[config.mk]
export PLATFORM = sky130hd
export DESIGN_NAME = paged_pc_unit
export DESIGN_NICKNAME = d
export VERILOG_FILES = /design/src/rtl/pcu_pkg.sv /design/src/rtl/pcu_cmd_arb.sv /design/src/rtl/pcu_counter.sv /design/src/rtl/pcu_rel_adder.sv /design/src/rtl/pcu_bus_port.sv /design/src/rtl/paged_pc_unit.sv
export SDC_FILE = /design/constraint.sdc
export NUM_CORES = 1
export LEC_CHECK = 0
export ABC_AREA = 0
export BUFFER_PORTS_ARGS = -buffer_cell sky130_fd_sc_hd__buf_4
export CAP_MARGIN = 20
export CORE_MARGIN = 10
export CORE_UTILIZATION = 55
export DETAILED_ROUTE_END_ITERATION = 16
export GPL_ROUTABILITY_DRIVEN = 1
export PLACE_DENSITY = 0.85
export SLEW_MARGIN = 20
export SYNTH_ARGS = -nofsm -noshare
export SYNTH_HDL_FRONTEND = slang
export SYNTH_SLANG_ARGS = --single-unit
[constraint.sdc]
create_clock -name clk -period 3.5 [get_ports clk]
set_clock_uncertainty 0.15 [all_clocks]
set_input_delay 0.7 -clock clk [delete_from_list [all_inputs] [get_ports clk]]
set_output_delay 0.7 -clock clk [all_outputs]
set_load 0.02 [all_outputs]
[src/rtl/pcu_pkg.sv]
// Package: shared command encoding for the paged counter unit.
// Assumes at most one command is acted on per cycle (chosen by the arbiter).
package pcu_pkg;
    typedef enum logic [2:0] {
        PC_IDLE  = 3'd0,
        PC_FETCH = 3'd1,
        PC_PAGE  = 3'd2,
        PC_JUMP  = 3'd3,
        PC_DISP  = 3'd4
    } pc_op_e;
endpackage

[src/rtl/pcu_cmd_arb.sv]
// Module: pcu_cmd_arb
// Turns the four command strobes into one operation code.
// Assumes any mix of strobes is legal; the fixed priority picks one.
module pcu_cmd_arb
    import pcu_pkg::*;
(
    input  logic   fetch_i,
    input  logic   page_ld_i,
    input  logic   jump_ld_i,
    input  logic   disp_ld_i,
    output pc_op_e op_o
);
    // Priority pick: jump, then page, then displacement, then fetch.
    always_comb begin
        if (jump_ld_i)      op_o = PC_JUMP;
        else if (page_ld_i) op_o = PC_PAGE;
        else if (disp_ld_i) op_o = PC_DISP;
        else if (fetch_i)   op_o = PC_FETCH;
        else                op_o = PC_IDLE;
    end
endmodule

[src/rtl/pcu_counter.sv]
// Module: pcu_counter
// Holds the program counter as a page field and an offset field.
// Only the offset counts; the page changes only on a page load or a jump.
// Assumes op_i is already arbitrated to a single operation.
module pcu_counter
    import pcu_pkg::*;
#(
    parameter int OFS_W = 12,
    parameter int PG_W  = 4,
    localparam int ADDR_W = OFS_W + PG_W
) (
    input  logic              clk,
    input  logic              rst_n,
    input  pc_op_e            op_i,
    input  logic [PG_W-1:0]   page_i,
    input  logic [ADDR_W-1:0] jump_i,
    output logic [ADDR_W-1:0] pc_o,
    output logic [ADDR_W-1:0] seq_o
);
    logic [ADDR_W-1:0] pc_q;

    // Next sequential value: the offset steps by one, the page is carried over untouched.
    always_comb begin
        seq_o = {pc_q[ADDR_W-1:OFS_W], pc_q[OFS_W-1:0] + OFS_W'(1)};
    end

    // Counter register update, one operation per cycle.
    always_ff @(posedge clk) begin
        if (!rst_n) begin
            pc_q <= '0;
        end else begin
            case (op_i)
                PC_FETCH: pc_q <= seq_o;
                PC_PAGE:  pc_q[ADDR_W-1:OFS_W] <= page_i;
                PC_JUMP:  pc_q <= jump_i;
                default:  pc_q <= pc_q;
            endcase
        end
    end

    assign pc_o = pc_q;

    // a fetch never changes the page field.
    p_page_kept_r3: assert property (@(posedge clk) disable iff (!rst_n)
        (op_i == PC_FETCH) |=> (pc_q[ADDR_W-1:OFS_W] == $past(pc_q[ADDR_W-1:OFS_W])));

    // the all-ones offset wraps to zero.
    p_wrap_zero_r3: assert property (@(posedge clk) disable iff (!rst_n)
        ((op_i == PC_FETCH) && (&pc_q[OFS_W-1:0])) |=> (pc_q[OFS_W-1:0] == '0));

    // a page load keeps the offset.
    p_page_ofs_r4: assert property (@(posedge clk) disable iff (!rst_n)
        (op_i == PC_PAGE) |=> (pc_q[OFS_W-1:0] == $past(pc_q[OFS_W-1:0])));

    // a jump takes effect in one cycle.
    p_jump_full_r5: assert property (@(posedge clk) disable iff (!rst_n)
        (op_i == PC_JUMP) |=> (pc_q == $past(jump_i)));

    // idle cycles and displacement cycles hold the counter.
    p_hold_r10: assert property (@(posedge clk) disable iff (!rst_n)
        ((op_i == PC_IDLE) || (op_i == PC_DISP)) |=> $stable(pc_q));
endmodule

[src/rtl/pcu_rel_adder.sv]
// Module: pcu_rel_adder
// Forms the relative address from the counter and a signed displacement.
// The sum is confined to the offset field; the page bits pass straight through.
// Assumes OFS_W > DISP_W.
module pcu_rel_adder #(
    parameter int OFS_W  = 12,
    parameter int PG_W   = 4,
    parameter int DISP_W = 8,
    localparam int ADDR_W = OFS_W + PG_W,
    localparam int EXT_W  = OFS_W - DISP_W
) (
    input  logic [ADDR_W-1:0] base_i,
    input  logic [DISP_W-1:0] disp_i,
    output logic [ADDR_W-1:0] ea_o
);
    logic [OFS_W-1:0] disp_ext;

    // Sign-extend the displacement to the offset width.
    always_comb begin
        disp_ext = {{EXT_W{disp_i[DISP_W-1]}}, disp_i};
    end

    // Add inside the page; any carry out of the offset field is dropped.
    always_comb begin
        ea_o = {base_i[ADDR_W-1:OFS_W], base_i[OFS_W-1:0] + disp_ext};
    end
endmodule

[src/rtl/pcu_bus_port.sv]
// Module: pcu_bus_port
// Holds the bus address and splits it onto dedicated address lines and the data lane.
// Assumes the bus-phase strobe alone decides which source drives the data lane.
module pcu_bus_port #(
    parameter int OFS_W  = 12,
    parameter int PG_W   = 4,
    parameter int DATA_W = 8,
    localparam int ADDR_W = OFS_W + PG_W,
    localparam int PAD_W  = DATA_W - PG_W
) (
    input  logic              clk,
    input  logic              rst_n,
    input  logic              load_i,
    input  logic [ADDR_W-1:0] addr_i,
    input  logic              addr_phase_i,
    input  logic [DATA_W-1:0] wdata_i,
    output logic [ADDR_W-1:0] addr_o,
    output logic [OFS_W-1:0]  adr_lo_o,
    output logic [DATA_W-1:0] dlane_o
);
    logic [ADDR_W-1:0] addr_q;

    // Bus address register, loaded on fetch and displacement cycles.
    always_ff @(posedge clk) begin
        if (!rst_n)      addr_q <= '0;
        else if (load_i) addr_q <= addr_i;
    end

    // Data lane mux: page nibble in the address phase, write data otherwise.
    always_comb begin
        if (addr_phase_i) dlane_o = {{PAD_W{1'b0}}, addr_q[ADDR_W-1:OFS_W]};
        else              dlane_o = wdata_i;
    end

    assign adr_lo_o = addr_q[OFS_W-1:0];
    assign addr_o   = addr_q;

    // the data lane follows write data outside the address phase.
    p_lane_data_r9: assert property (@(posedge clk) disable iff (!rst_n)
        !addr_phase_i |-> (dlane_o == wdata_i));

    // without a load the bus address holds.
    p_addr_hold_r10: assert property (@(posedge clk) disable iff (!rst_n)
        !load_i |=> $stable(addr_q));
endmodule

[src/rtl/paged_pc_unit.sv]
// Module: paged_pc_unit (top)
// Ties the arbiter, the counter, the relative adder and the bus port together.
// Assumes the command strobes are synchronous to clk; reset is synchronous, active low.
module paged_pc_unit
    import pcu_pkg::*;
#(
    parameter int OFS_W  = 12,
    parameter int PG_W   = 4,
    parameter int DISP_W = 8,
    parameter int DATA_W = 8,
    localparam int ADDR_W = OFS_W + PG_W
) (
    input  logic              clk,
    input  logic              rst_n,
    input  logic              fetch_i,
    input  logic              page_ld_i,
    input  logic [PG_W-1:0]   page_i,
    input  logic              jump_ld_i,
    input  logic [ADDR_W-1:0] jump_i,
    input  logic              disp_ld_i,
    input  logic [DISP_W-1:0] disp_i,
    input  logic              addr_phase_i,
    input  logic [DATA_W-1:0] wdata_i,
    output logic [ADDR_W-1:0] pc_o,
    output logic [OFS_W-1:0]  adr_lo_o,
    output logic [DATA_W-1:0] dlane_o
);
    pc_op_e            op;
    logic [ADDR_W-1:0] pc;
    logic [ADDR_W-1:0] seq;
    logic [ADDR_W-1:0] ea;
    logic [ADDR_W-1:0] bus_nxt;
    logic [ADDR_W-1:0] bus_addr;
    logic              bus_ld;

    pcu_cmd_arb u_arb (
        .fetch_i   (fetch_i),
        .page_ld_i (page_ld_i),
        .jump_ld_i (jump_ld_i),
        .disp_ld_i (disp_ld_i),
        .op_o      (op)
    );

    pcu_counter #(.OFS_W(OFS_W), .PG_W(PG_W)) u_ctr (
        .clk    (clk),
        .rst_n  (rst_n),
        .op_i   (op),
        .page_i (page_i),
        .jump_i (jump_i),
        .pc_o   (pc),
        .seq_o  (seq)
    );

    pcu_rel_adder #(.OFS_W(OFS_W), .PG_W(PG_W), .DISP_W(DISP_W)) u_rel (
        .base_i (pc),
        .disp_i (disp_i),
        .ea_o   (ea)
    );

    // Choose what the bus address register takes this cycle.
    always_comb begin
        bus_ld  = (op == PC_FETCH) || (op == PC_DISP);
        bus_nxt = (op == PC_FETCH) ? seq : ea;
    end

    pcu_bus_port #(.OFS_W(OFS_W), .PG_W(PG_W), .DATA_W(DATA_W)) u_bus (
        .clk          (clk),
        .rst_n        (rst_n),
        .load_i       (bus_ld),
        .addr_i       (bus_nxt),
        .addr_phase_i (addr_phase_i),
        .wdata_i      (wdata_i),
        .addr_o       (bus_addr),
        .adr_lo_o     (adr_lo_o),
        .dlane_o      (dlane_o)
    );

    assign pc_o = pc;

    // after a fetch the bus address equals the new counter value.
    p_fetch_match_r2: assert property (@(posedge clk) disable iff (!rst_n)
        (op == PC_FETCH) |=> (bus_addr == pc));

    // a displacement cycle keeps the counter's page in the bus address.
    p_disp_page_r6: assert property (@(posedge clk) disable iff (!rst_n)
        (op == PC_DISP) |=> (bus_addr[ADDR_W-1:OFS_W] == pc[ADDR_W-1:OFS_W]));

    // at most one operation code is active, and a jump strobe always wins.
    p_jump_wins_r8: assert property (@(posedge clk) disable iff (!rst_n)
        jump_ld_i |=> (pc == $past(jump_i)));
endmodule

==> Word level (Yosys, flattened, before mapping) <==
Cells that the tools add are included.
{ "classes": {"reduce_logical": 3, "n_mux": 8, "add_sub_neg": 2, "n_eq_ne": 4} }
{ "op_table": {"columns": ["cell", "n"], "rows": [
  ["$pmux W12 S2", 1],
  ["$add A12 B1 Y12 const B", 1],
  ["$add A12 B12 Y12", 1],
  ["$mux W12", 1],
  ["$mux W3", 3],
  ["$mux W8", 1],
  ["$pmux W4 S2", 1],
  ["$eq A3 B2 Y1 const B", 2],
  ["$reduce_bool A2 Y1", 2],
  ["$eq A3 B1 Y1 const B", 1],
  ["$eq A3 B3 Y1 const B", 1],
  ["$logic_or A1 B1 Y1", 1],
  ["$mux W1", 1]
]} }
{ "totals": {"regBits": 32, "input_bits": 43, "output_inout_bits": 36, "elab_cells": 20} }

==> Longest topological paths before layout <==
Gate-level depths: netlist of run 1.
{ "depth": {"word_depth": 6, "ltp_mapped": 8} }

==> Modules after synthesis <==
A second synthesis of run 1 with hierarchy kept.
{ "unflattened": {"cells_unflattened": 297, "area_unflattened_um2": 2665.1} }
{ "by_module_without_submodules": {"columns": ["mod", "instances", "area_per_inst_um2", "cells_per_inst", "seq_area_each_um2"], "rows": [
  ["pcu_counter", 1, 1093.5, 137, 320.3],
  ["pcu_bus_port", 1, 780.7, 72, 320.3],
  ["pcu_rel_adder", 1, 533.0, 63, 0.0],
  ["paged_pc_unit", 1, 226.5, 20, 0.0],
  ["pcu_cmd_arb", 1, 31.3, 5, 0.0]
]} }

==> Least setup slack after synthesis of run 1 <==
OpenSTA, ideal clock, no wires.
{ "synth_path": {"path_type": "input-to-reg", "from": "input port disp_i[0]", "to": "register u_bus.addr_q[8] (netlist: u_bus.addr_o[8])", "arrival_ps": 2359, "path_buffers": 0, "required_time_ps": 3228, "stages": 8, "setup_slack_ps": 869, "path_cell_list": "ha_1 inv_1 fa_1 nor2b_1 o2111ai_1 and3_1 or2_2 a221o_1"} }
{ "synth_between": {"elab_chain_cells": 2} }
{ "synth_rtl": {"columns": ["item", "line", "text"], "rows": [
  ["start: declaration", "paged_pc_unit.sv:21", "input logic [DISP_W-1:0] disp_i,"],
  ["$add A12 B12 Y12", "pcu_rel_adder.sv:25", "ea_o = {base_i[ADDR_W-1:OFS_W], base_i[OFS_W-1:0] + disp_ext};"],
  ["$mux W12", "paged_pc_unit.sv:63", "bus_nxt = (op == PC_FETCH) ? seq : ea;"],
  ["end signal: assignment", "pcu_bus_port.sv:26", "else if (load_i) addr_q <= addr_i;"],
  ["end: declaration", "pcu_bus_port.sv:21", "logic [ADDR_W-1:0] addr_q;"]
]} }
Every way passes these cells.
A chain may end at the register's enable or synchronous reset.

==> Worst setup path after layout of run 1 <==
{ "layout_path": {"from": "register u_ctr.pc_q[0] (netlist: u_ctr.pc_o[0])", "to": "register u_bus.addr_q[8] (netlist: u_bus.addr_o[8])"} }
{ "layout_between": {"elab_chain_cells": 2, "word_cells_on_any_way": 3} }
{ "layout_rtl": {"columns": ["item", "line", "text"], "rows": [
  ["start: declaration", "pcu_counter.sv:20", "logic [ADDR_W-1:0] pc_q;"],
  ["start signal: assignment", "pcu_counter.sv:33", "PC_FETCH: pc_q <= seq_o;"],
  ["start signal: indexed assignment", "pcu_counter.sv:34", "PC_PAGE: pc_q[ADDR_W-1:OFS_W] <= page_i;"],
  ["start signal: assignment", "pcu_counter.sv:35", "PC_JUMP: pc_q <= jump_i;"],
  ["$add A12 B12 Y12 / $add A12 B1 Y12 (equally long branches)", "pcu_rel_adder.sv:25, pcu_counter.sv:24", null],
  ["$mux W12 *", "paged_pc_unit.sv:63", null]
]} }
Mark *: on every way between the ends. The rest lies on a longest branch, timed or not.

==> results.sh, run 1 <==
export IMPL_outcome="finished, final reports clean"
export IMPL_synth_edf_count=0
export IMPL_synthArstFlopShare_pct=0
export IMPL_cts_made_buffers=5
export IMPL_layout_setup_ws_ns=0.723
export IMPL_total_power_mw=1.05
export IMPL_cts_resized=0
export IMPL_use_met1_pct=21.8
export IMPL_drv_slew=0
export IMPL_synth_area_per_cell_um2=8.10
export IMPL_drtPass1Iterations=4
export IMPL_dp_hpwl_um=5220
export IMPL_cts_root_buf="clkbuf_8"
export IMPL_postSynthNetCount=360
export IMPL_cts_sinks=32
export IMPL_worst_pin_slew_ns=0.941
export IMPL_synthTopCellsByCount="42 x nand2_1, 32 x dfxtp_1, 25 x o21ai_0"
export IMPL_synthTopCellsByArea="dfxtp_1 26%, nand2_1 6.4%, ha_1 6.1%"
export IMPL_ys_types=54
export IMPL_die_h_um=86.9
export IMPL_synth_flop_cell="dfxtp_1"
export IMPL_hold_depth=2
export IMPL_fin_tns_setup_ns=0
export IMPL_grt_ovfl_total=0
export IMPL_hold_ws_ns=0.313
export IMPL_area_growth_pct=22.7
export IMPL_io_buffers=78
export IMPL_drc=0
export IMPL_rsz0062_at_grt="false"
export IMPL_drive_above_1_share_pct=29.1
export IMPL_reg2reg_slack_ns=0.72
export IMPL_fin_util_pct=69.4
export IMPL_finalWirelength_um=6850
export IMPL_clk_pin_slew_worst_paths_ns=0.07
export IMPL_cts_tree="yes"
export IMPL_grt_pass1_wl_um=11200
export IMPL_setup_worst_path_start_class="flop"
export IMPL_coreArea_mm2=0.00435
export IMPL_routabilityCongestion=0.933
export IMPL_netlist_instances=304
export IMPL_maxCapViolations=0
export IMPL_ys_ff_latch=32
export IMPL_hold_class="flop to flop"
export IMPL_syn_cell_area_mm2=0.00246
export IMPL_synth_most_common_cell="nand2_1"
export IMPL_grt_max_degree=38
export IMPL_ios=79
export IMPL_synth_top_area_share_pct=26.0
export IMPL_diodes=0
export IMPL_min_period_ns=2.78
export IMPL_cts_setup_buffers=0
export IMPL_final_cells=410
export IMPL_rr_worst_depth=8
export IMPL_cts_htree_levels=2
export IMPL_clkLatencyLatePin_ns=0.29
export IMPL_initial_core_util_pct=56.6
export IMPL_met2_usage_pct=29.4
export IMPL_clock_path_buffers=2
export IMPL_placed_area_mm2=0.00291
export IMPL_grt_pass1_vias=2367
export IMPL_yosys_area_top_type="dfxtp_1"
export IMPL_die_w_um=86.9
export IMPL_slew_headroom_pct=36.8
export IMPL_yosysWarnings=0
export IMPL_fmax_mhz=360
export IMPL_nets=413
export IMPL_leakage_nw=1.33
export IMPL_met3_usage_pct=5.06
export IMPL_endpoint_kind="flop"
export IMPL_cts_hold_buffers=0
export IMPL_yosysSeqAreaShare_pct=26.0
export IMPL_crit_type="flop to flop"
export IMPL_critPathArrivalTime_ns=2.81
export IMPL_grtUsageTotal_pct=18.0
export IMPL_hold_violations=0
export IMPL_power_density_mw_per_mm2=346
export IMPL_grt_busiest_layer="met2"
export IMPL_dp_slack_ns=0.588
export IMPL_path_max_fanout=9
export IMPL_vias=2371
export IMPL_required_ns=3.53
export IMPL_postLayoutCellArea_mm2=0.00302
export IMPL_finalCritPeriodShare_pct=79.4
export IMPL_die_area_mm2=0.00755
export IMPL_routed_via_density=5.78
export IMPL_initialDrtViolationCount=158
export IMPL_post_drt_wl_per_cell_um=16.7
export IMPL_ir_drop_mv=0.243
export IMPL_antenna_found_initial=0
export IMPL_placedCellCount=402
export IMPL_std_cell_rows=24
export IMPL_setup_viol=0
export IMPL_ant_nets=0
flip-flops by register name, summed over array words and instances, names as in the netlist:
signal,flops
u_bus.addr_o,16
u_ctr.pc_o,16
report_power, final:
| part | switching (mW) | internal [mW] |
|---|---|---|
| Combinational | 0.143 | 0.134 |
| Clock | 0.145 | 0.210 |
| Sequential | 0.0274 | 0.386 |
cell type report:
type                            count  area (um2)
Tap cell                           52        65.1
Clock buffer                        5        68.8
Multi-Input combinational cell    231        1570
Timing Repair Buffer               81         608
Fill cell                         362        1330
Sequential cell                    32         641
Inverter                            6        22.5
Clock inverter                      3        42.5
worst max-delay path, stage by stage, from the launching register on:
cell	delay, ns
dfxtp_1	0.55
ha_1	0.28
inv_1	0.08
fa_1	0.38
nor2b_1	0.23
o2111ai_1	0.17
and3_1	0.22
or2_2	0.32
a221o_1	0.31
metal layers:
metal | wire length, um | vias up
met4 | 116 | 0
met2 | 3360 | 86
li1 | - | 1177
met3 | 513 | 12
met5 | 0 | -
met1 | 2860 | 1096
path summary, 6_finish.rpt:
kind / startpoint / to
worst min register to register: u_bus.addr_o[12] / u_bus.addr_o[12]
worst min-delay path: u_bus.addr_o[12] / u_bus.addr_o[12]
worst max register to register: u_ctr.pc_o[0] / u_bus.addr_o[8]
worst max-delay path: u_ctr.pc_o[0] / u_bus.addr_o[8]
placed cells by master (no fill, tap or decap), types with 3 or more instances in the layout:
| cell type | n |
|---|---|
| a211oi_1 | 3 |
| a21boi_0 | 4 |
| inv_1 | 6 |
| dfxtp_1 | 32 |
| and3_1 | 3 |
| mux2i_1 | 6 |
| nor2b_1 | 8 |
| and2_1 | 16 |
| a21oi_1 | 5 |
| nor2_1 | 10 |
| nor3_2 | 3 |
| nor3_1 | 10 |
| clkbuf_8 | 5 |
| nand3_1 | 4 |
| a221o_1 | 3 |
| xnor2_1 | 13 |
| buf_4 | 81 |
| o21ai_0 | 25 |
| nand2_1 | 42 |
| nand3b_1 | 3 |
| o21ai_1 | 3 |
| a21o_1 | 7 |
| mux2_2 | 4 |
| nand4_1 | 5 |
| xor2_1 | 5 |
| ha_1 | 12 |
| o221ai_1 | 4 |
| o21a_1 | 5 |
cell families (layout without fill, tap and decap cells):
| logic type | count (synthesis) | count (layout) | synth area share, % |
|---|---|---|---|
| xor gates and xnor gates | 18 | 18 | 6.40 |
| DFF | 32 | 32 | 26.0 |
| AOI/OAI and AO/OA | 73 | 73 | 20.2 |
| buffers and inverters | 41 | 95 | 10.1 |
| and+or+nand+nor | 117 | 117 | 26.1 |
| adders and majority gates | 13 | 13 | 6.91 |
| muxes | 10 | 10 | 4.27 |
(Power assumes the default switching activity.)
==> inputs of run 2 (changes only) <==
- CORE_UTILIZATION: 55 -> 51
- PLACE_DENSITY: 0.85 -> 0.8
- clock period: 3.5 -> 2.7 ns (I/O delays scaled with it)
==> run 2 against run 1 <==
Core utilization shrank 3.4 points. Non-clock buffer count is 9 higher. Critical path depth unchanged. Sequential share of layout area decreased by 0.51 points. Via count up 1.2%. Final cell count rose by 2.7%. Register-to-register slack worse by 0.53 ns. Clock power up 35%. Cell area is 2.4% higher. Combinational power is 38% higher. Clock-buffer cell count unchanged. First-iteration DRC count rose by 14%. Highest routed layer unchanged.
==> results.sh, run 2 (same netlist as run 1, synthesis figures left out) <==
export IMPL_cts_sinks=32
export IMPL_critPathArrivalTime_ns=2.53
export IMPL_drc=0
export IMPL_die_h_um=89.5
export IMPL_cts_tree="yes"
export IMPL_cts_resized=0
export IMPL_crit_type="flop to flop"
export IMPL_top_layer="met4"
export IMPL_area_growth_pct=25.7
export IMPL_grt_ovfl_total=0
export IMPL_drive_above_1_share_pct=30.8
export IMPL_cts_root_buf="clkbuf_8"
export IMPL_ir_drop_mv=0.332
export IMPL_std_cell_rows=25
export IMPL_final_cells=421
export IMPL_drv_slew=0
export IMPL_layout_setup_ws_ns=0.191
export IMPL_outcome="finished, final reports clean"
export IMPL_fillers=410
export IMPL_cts_made_buffers=5
export IMPL_antenna_found_initial=0
export IMPL_diodes=0
export IMPL_rsz0062_at_grt="false"
export IMPL_post_drt_wl_per_cell_um=17.0
export IMPL_dp_hpwl_um=5440
export IMPL_grt_max_degree=38
export IMPL_wl_met2_um=3580
export IMPL_drtPass1Iterations=4
export IMPL_dp_slack_ns=-0.0932
export IMPL_slew_headroom_pct=34.9
export IMPL_grtUsageTotal_pct=18.1
export IMPL_setup_worst_path_start_class="flop"
export IMPL_wl_met1_um=2890
export IMPL_hold_class="flop to flop"
export IMPL_leakage_nw=1.38
export IMPL_routed_via_density=5.70
export IMPL_worst_pin_slew_ns=0.969
export IMPL_setup_viol=0
export IMPL_grt_pass1_vias=2401
export IMPL_fin_util_pct=65.9
export IMPL_vias=2400
export IMPL_met3_length_um=568
export IMPL_hold_violations=0
export IMPL_final_common_cell="buf_4"
export IMPL_routabilityCongestion=0.868
export IMPL_hold_ws_ns=0.318
export IMPL_die_area_mm2=0.00801
export IMPL_clk_pin_slew_worst_paths_ns=0.08
export IMPL_path_max_fanout=3
export IMPL_die_w_um=89.5
export IMPL_endpoint_kind="flop"
export IMPL_ios=79
export IMPL_fmax_mhz=399
export IMPL_power_density_mw_per_mm2=448
export IMPL_clock_path_buffers=2
export IMPL_coreArea_mm2=0.00469
export IMPL_cts_setup_buffers=0
export IMPL_postLayoutCellArea_mm2=0.00309
export IMPL_clkLatencyLatePin_ns=0.28
export IMPL_ant_nets=0
export IMPL_maxCapViolations=0
export IMPL_layout_common_cells="90 x buf_4, 42 x nand2_1, 32 x dfxtp_1"
export IMPL_cts_htree_levels=2
export IMPL_cts_hold_buffers=0
export IMPL_placedCellCount=413
export IMPL_io_buffers=78
export IMPL_initial_core_util_pct=52.5
export IMPL_nets=422
export IMPL_grt_pass1_wl_um=11400
export IMPL_fin_tns_setup_ns=0
export IMPL_initialDrtViolationCount=180
export IMPL_total_power_mw=1.39
export IMPL_placed_area_mm2=0.00298
export IMPL_required_ns=2.72
export IMPL_finalWirelength_um=7180
export IMPL_min_period_ns=2.51
export IMPL_finalCritPeriodShare_pct=92.9
==> run 2: cell types whose count changed in the layout (fill, tap and decap cells not counted) <==
cell | previous run | this run
clkinv_2 | 1 | 0
inv_6 | 0 | 1
buf_4 | 81 | 90
==> run 2: cell type report <==
cell class / instances / area, um2 / share of cell area, %
Clock buffer: 5 / 68.8 / 2.22
Timing Repair Buffer: 90 / 676 / 21.8
Multi-Input combinational cell: 231 / 1570 / 50.8
Clock inverter: 3 / 46.3 / 1.50
Tap cell: 54 / 67.6 / 2.18
Inverter: 6 / 22.5 / 0.728
Sequential cell: 32 / 641 / 20.7
==> run 2: worst paths after layout <==
path               startpoint          endpoint  slack, ns  depth (start not counted)
max             u_ctr.pc_o[0]   u_bus.addr_o[8]       0.19                          8
min          u_bus.addr_o[14]  u_bus.addr_o[14]       0.32                          2
max reg2reg     u_ctr.pc_o[0]   u_bus.addr_o[8]       0.19                          8
min reg2reg  u_bus.addr_o[14]  u_bus.addr_o[14]       0.32                          2
==> run 2: where the power goes <==
part / internal (mW) / switching (mW)
sequential: 0.500 / 0.0229
combinational: 0.183 / 0.200
clock: 0.278 / 0.203
==> run 2: critical path, stage by stage (launching register included) <==
cell and delay (ns):
dfxtp_1 0.34, ha_1 0.19, inv_1 0.06, fa_1 0.38, nor2b_1 0.26, o2111ai_1 0.17
and3_1 0.20, or2_2 0.32, a221o_1 0.32
==> run 2: per-layer routing <==
metal,track usage (%),up-vias
met5,0,-
met1,20.3,1110
met3,4.92,14
met2,31.3,89
li1,-,1187
met4,7.66,0
==> inputs of run 3 (changes only) <==
- CORE_UTILIZATION: 51 -> 46
- PLACE_DENSITY: 0.8 -> 0.76
- clock period: 2.7 -> 2.2 ns (I/O delays scaled with it)
==> run 3 against run 2 <==
Combinational power is 33% higher. Core utilization shrank 2.1 points. Sequential share of layout area fell by 1.0 points. Register-to-register slack lost 0.14 ns. Non-clock buffer count rose by 18. Final cell count is 8.1% higher. Cell area increased by 6.0%. First-iteration DRC count down 39%. Critical endpoint unchanged. Largest cell class unchanged.
==> results.sh, run 3 (same netlist as run 1, synthesis figures left out) <==
export IMPL_grt_max_degree=38
export IMPL_slew_headroom_pct=57.8
export IMPL_grtUsageTotal_pct=16.6
export IMPL_hold_depth=3
export IMPL_ios=79
export IMPL_required_ns=2.22
export IMPL_routed_via_density=5.36
export IMPL_rsz0062_at_grt="false"
export IMPL_grt_pass1_wl_um=11900
export IMPL_antenna_found_initial=0
export IMPL_cts_made_buffers=5
export IMPL_fillers=484
export IMPL_area_growth_pct=33.2
export IMPL_final_cells=455
export IMPL_vias=2439
export IMPL_routabilityCongestion=0.890
export IMPL_initialDrtViolationCount=109
export IMPL_die_h_um=93.2
export IMPL_setup_worst_path_start_class="flop"
export IMPL_cts_root_buf="clkbuf_8"
export IMPL_clkLatencyLatePin_ns=0.28
export IMPL_clock_path_buffers=2
export IMPL_drv_slew=0
export IMPL_initial_core_util_pct=47.9
export IMPL_power_density_mw_per_mm2=521
export IMPL_grt_pass1_vias=2501
export IMPL_maxCapViolations=0
export IMPL_drive_above_1_share_pct=35.8
export IMPL_coreArea_mm2=0.00514
export IMPL_path_max_fanout=2
export IMPL_fmax_mhz=465
export IMPL_grt_ovfl_total=0
export IMPL_cts_hold_buffers=0
export IMPL_final_common_cell="buf_4"
export IMPL_cts_sinks=32
export IMPL_post_drt_wl_per_cell_um=15.7
export IMPL_outcome="finished, final reports clean"
export IMPL_clk_pin_slew_worst_paths_ns=0.07
export IMPL_cts_htree_levels=2
export IMPL_leakage_nw=1.48
export IMPL_ir_drop_mv=0.323
export IMPL_finalWirelength_um=7160
export IMPL_die_w_um=93.2
export IMPL_drc=0
export IMPL_cts_tree="yes"
export IMPL_critPathArrivalTime_ns=2.17
export IMPL_ant_nets=0
export IMPL_total_power_mw=1.71
export IMPL_hold_class="input port to flop"
export IMPL_std_cell_rows=26
export IMPL_placedCellCount=447
export IMPL_hold_violations=0
export IMPL_seq_area_um2=646
export IMPL_crit_type="flop to flop"
export IMPL_min_period_ns=2.15
export IMPL_diodes=0
export IMPL_io_buffers=78
export IMPL_rr_worst_depth=8
export IMPL_worst_pin_slew_ns=0.630
export IMPL_setup_viol=0
export IMPL_nets=440
export IMPL_endpoint_kind="flop"
export IMPL_finalCritPeriodShare_pct=97.7
export IMPL_cts_setup_buffers=0
export IMPL_multi_input_area_mm2=0.00161
export IMPL_die_area_mm2=0.00868
export IMPL_drtPass1Iterations=4
export IMPL_layout_common_cells="108 x buf_4, 42 x nand2_1, 30 x dfxtp_1"
export IMPL_dp_hpwl_um=5790
## run 3: cell count changes in the layout (fill, tap and decap cells not counted), sizes merged
cell,previous run,this run
buf,90,108
clkbuf,5,6
clkinv,0,1
clkinvlp,1,0
inv,7,6
## run 3: power breakdown
group	switching [mW]	total, mW	internal (mW)
clock	0.223	0.559	0.336
sequential	0.0256	0.639	0.613
combinational	0.256	0.509	0.253
## run 3: repair_timing
action,CTS,global route
endpoints found under the setup margin,1,6
gates resized for setup,1,1
pin swaps,1,4
## run 3: final cells by class
type / instances / share of cell area [%]
clock buffers: 6 / 2.21
flip-flops and latches: 32 / 19.7
multi-input cells: 231 / 49.0
clock inverters: 2 / 1.07
repair buffers: 108 / 24.7
inverters: 6 / 0.687
well taps: 70 / 2.67
## run 3: final timing paths
check                                        end  slack (ns)        startpoint
worst max register to register   u_bus.addr_o[8]        0.05     u_ctr.pc_o[0]
worst max-delay path             u_bus.addr_o[8]        0.05     u_ctr.pc_o[0]
worst min register to register  u_bus.addr_o[12]        0.33  u_bus.addr_o[12]
worst min-delay path              u_ctr.pc_o[11]        0.28        jump_i[11]
## run 3: critical path, stage by stage, from the launching register on
cell       delay [ns]
dfxtp_4          0.36
ha_4             0.13
inv_2            0.03
fa_2             0.34
nor2b_2          0.16
o2111ai_2        0.15
and3_1           0.18
or2_4            0.23
a221o_1          0.29
## run 3: stage by stage
stage	hold WS (ns)	util, %	setup TNS, ns	worst slack, ns	instance area, um2
final	0.281	63.8	0	0.0502	3280
after global routing	0.329	63.8	0	0.00202	3280
after CTS	0.276	63.7	0	0.00125	3270
after detailed placement	0.321	61.5	-0.848	-0.187	3160
after global placement	0.309	61.5	-0.646	-0.160	3160
after floorplan	0.290	-	-0.0315	-0.0315	2490
## run 3: layer usage
| layer | vias to the layer above | routed length (um) | track usage (%) |
|---|---|---|---|
| met1 | 1115 | 2930 | 20.0 |
| li1 | 1227 | - | - |
| met3 | 12 | 554 | 4.64 |
| met2 | 85 | 3510 | 27.7 |
| met5 | - | 0 | 0 |
| met4 | 0 | 162 | 5.78 |
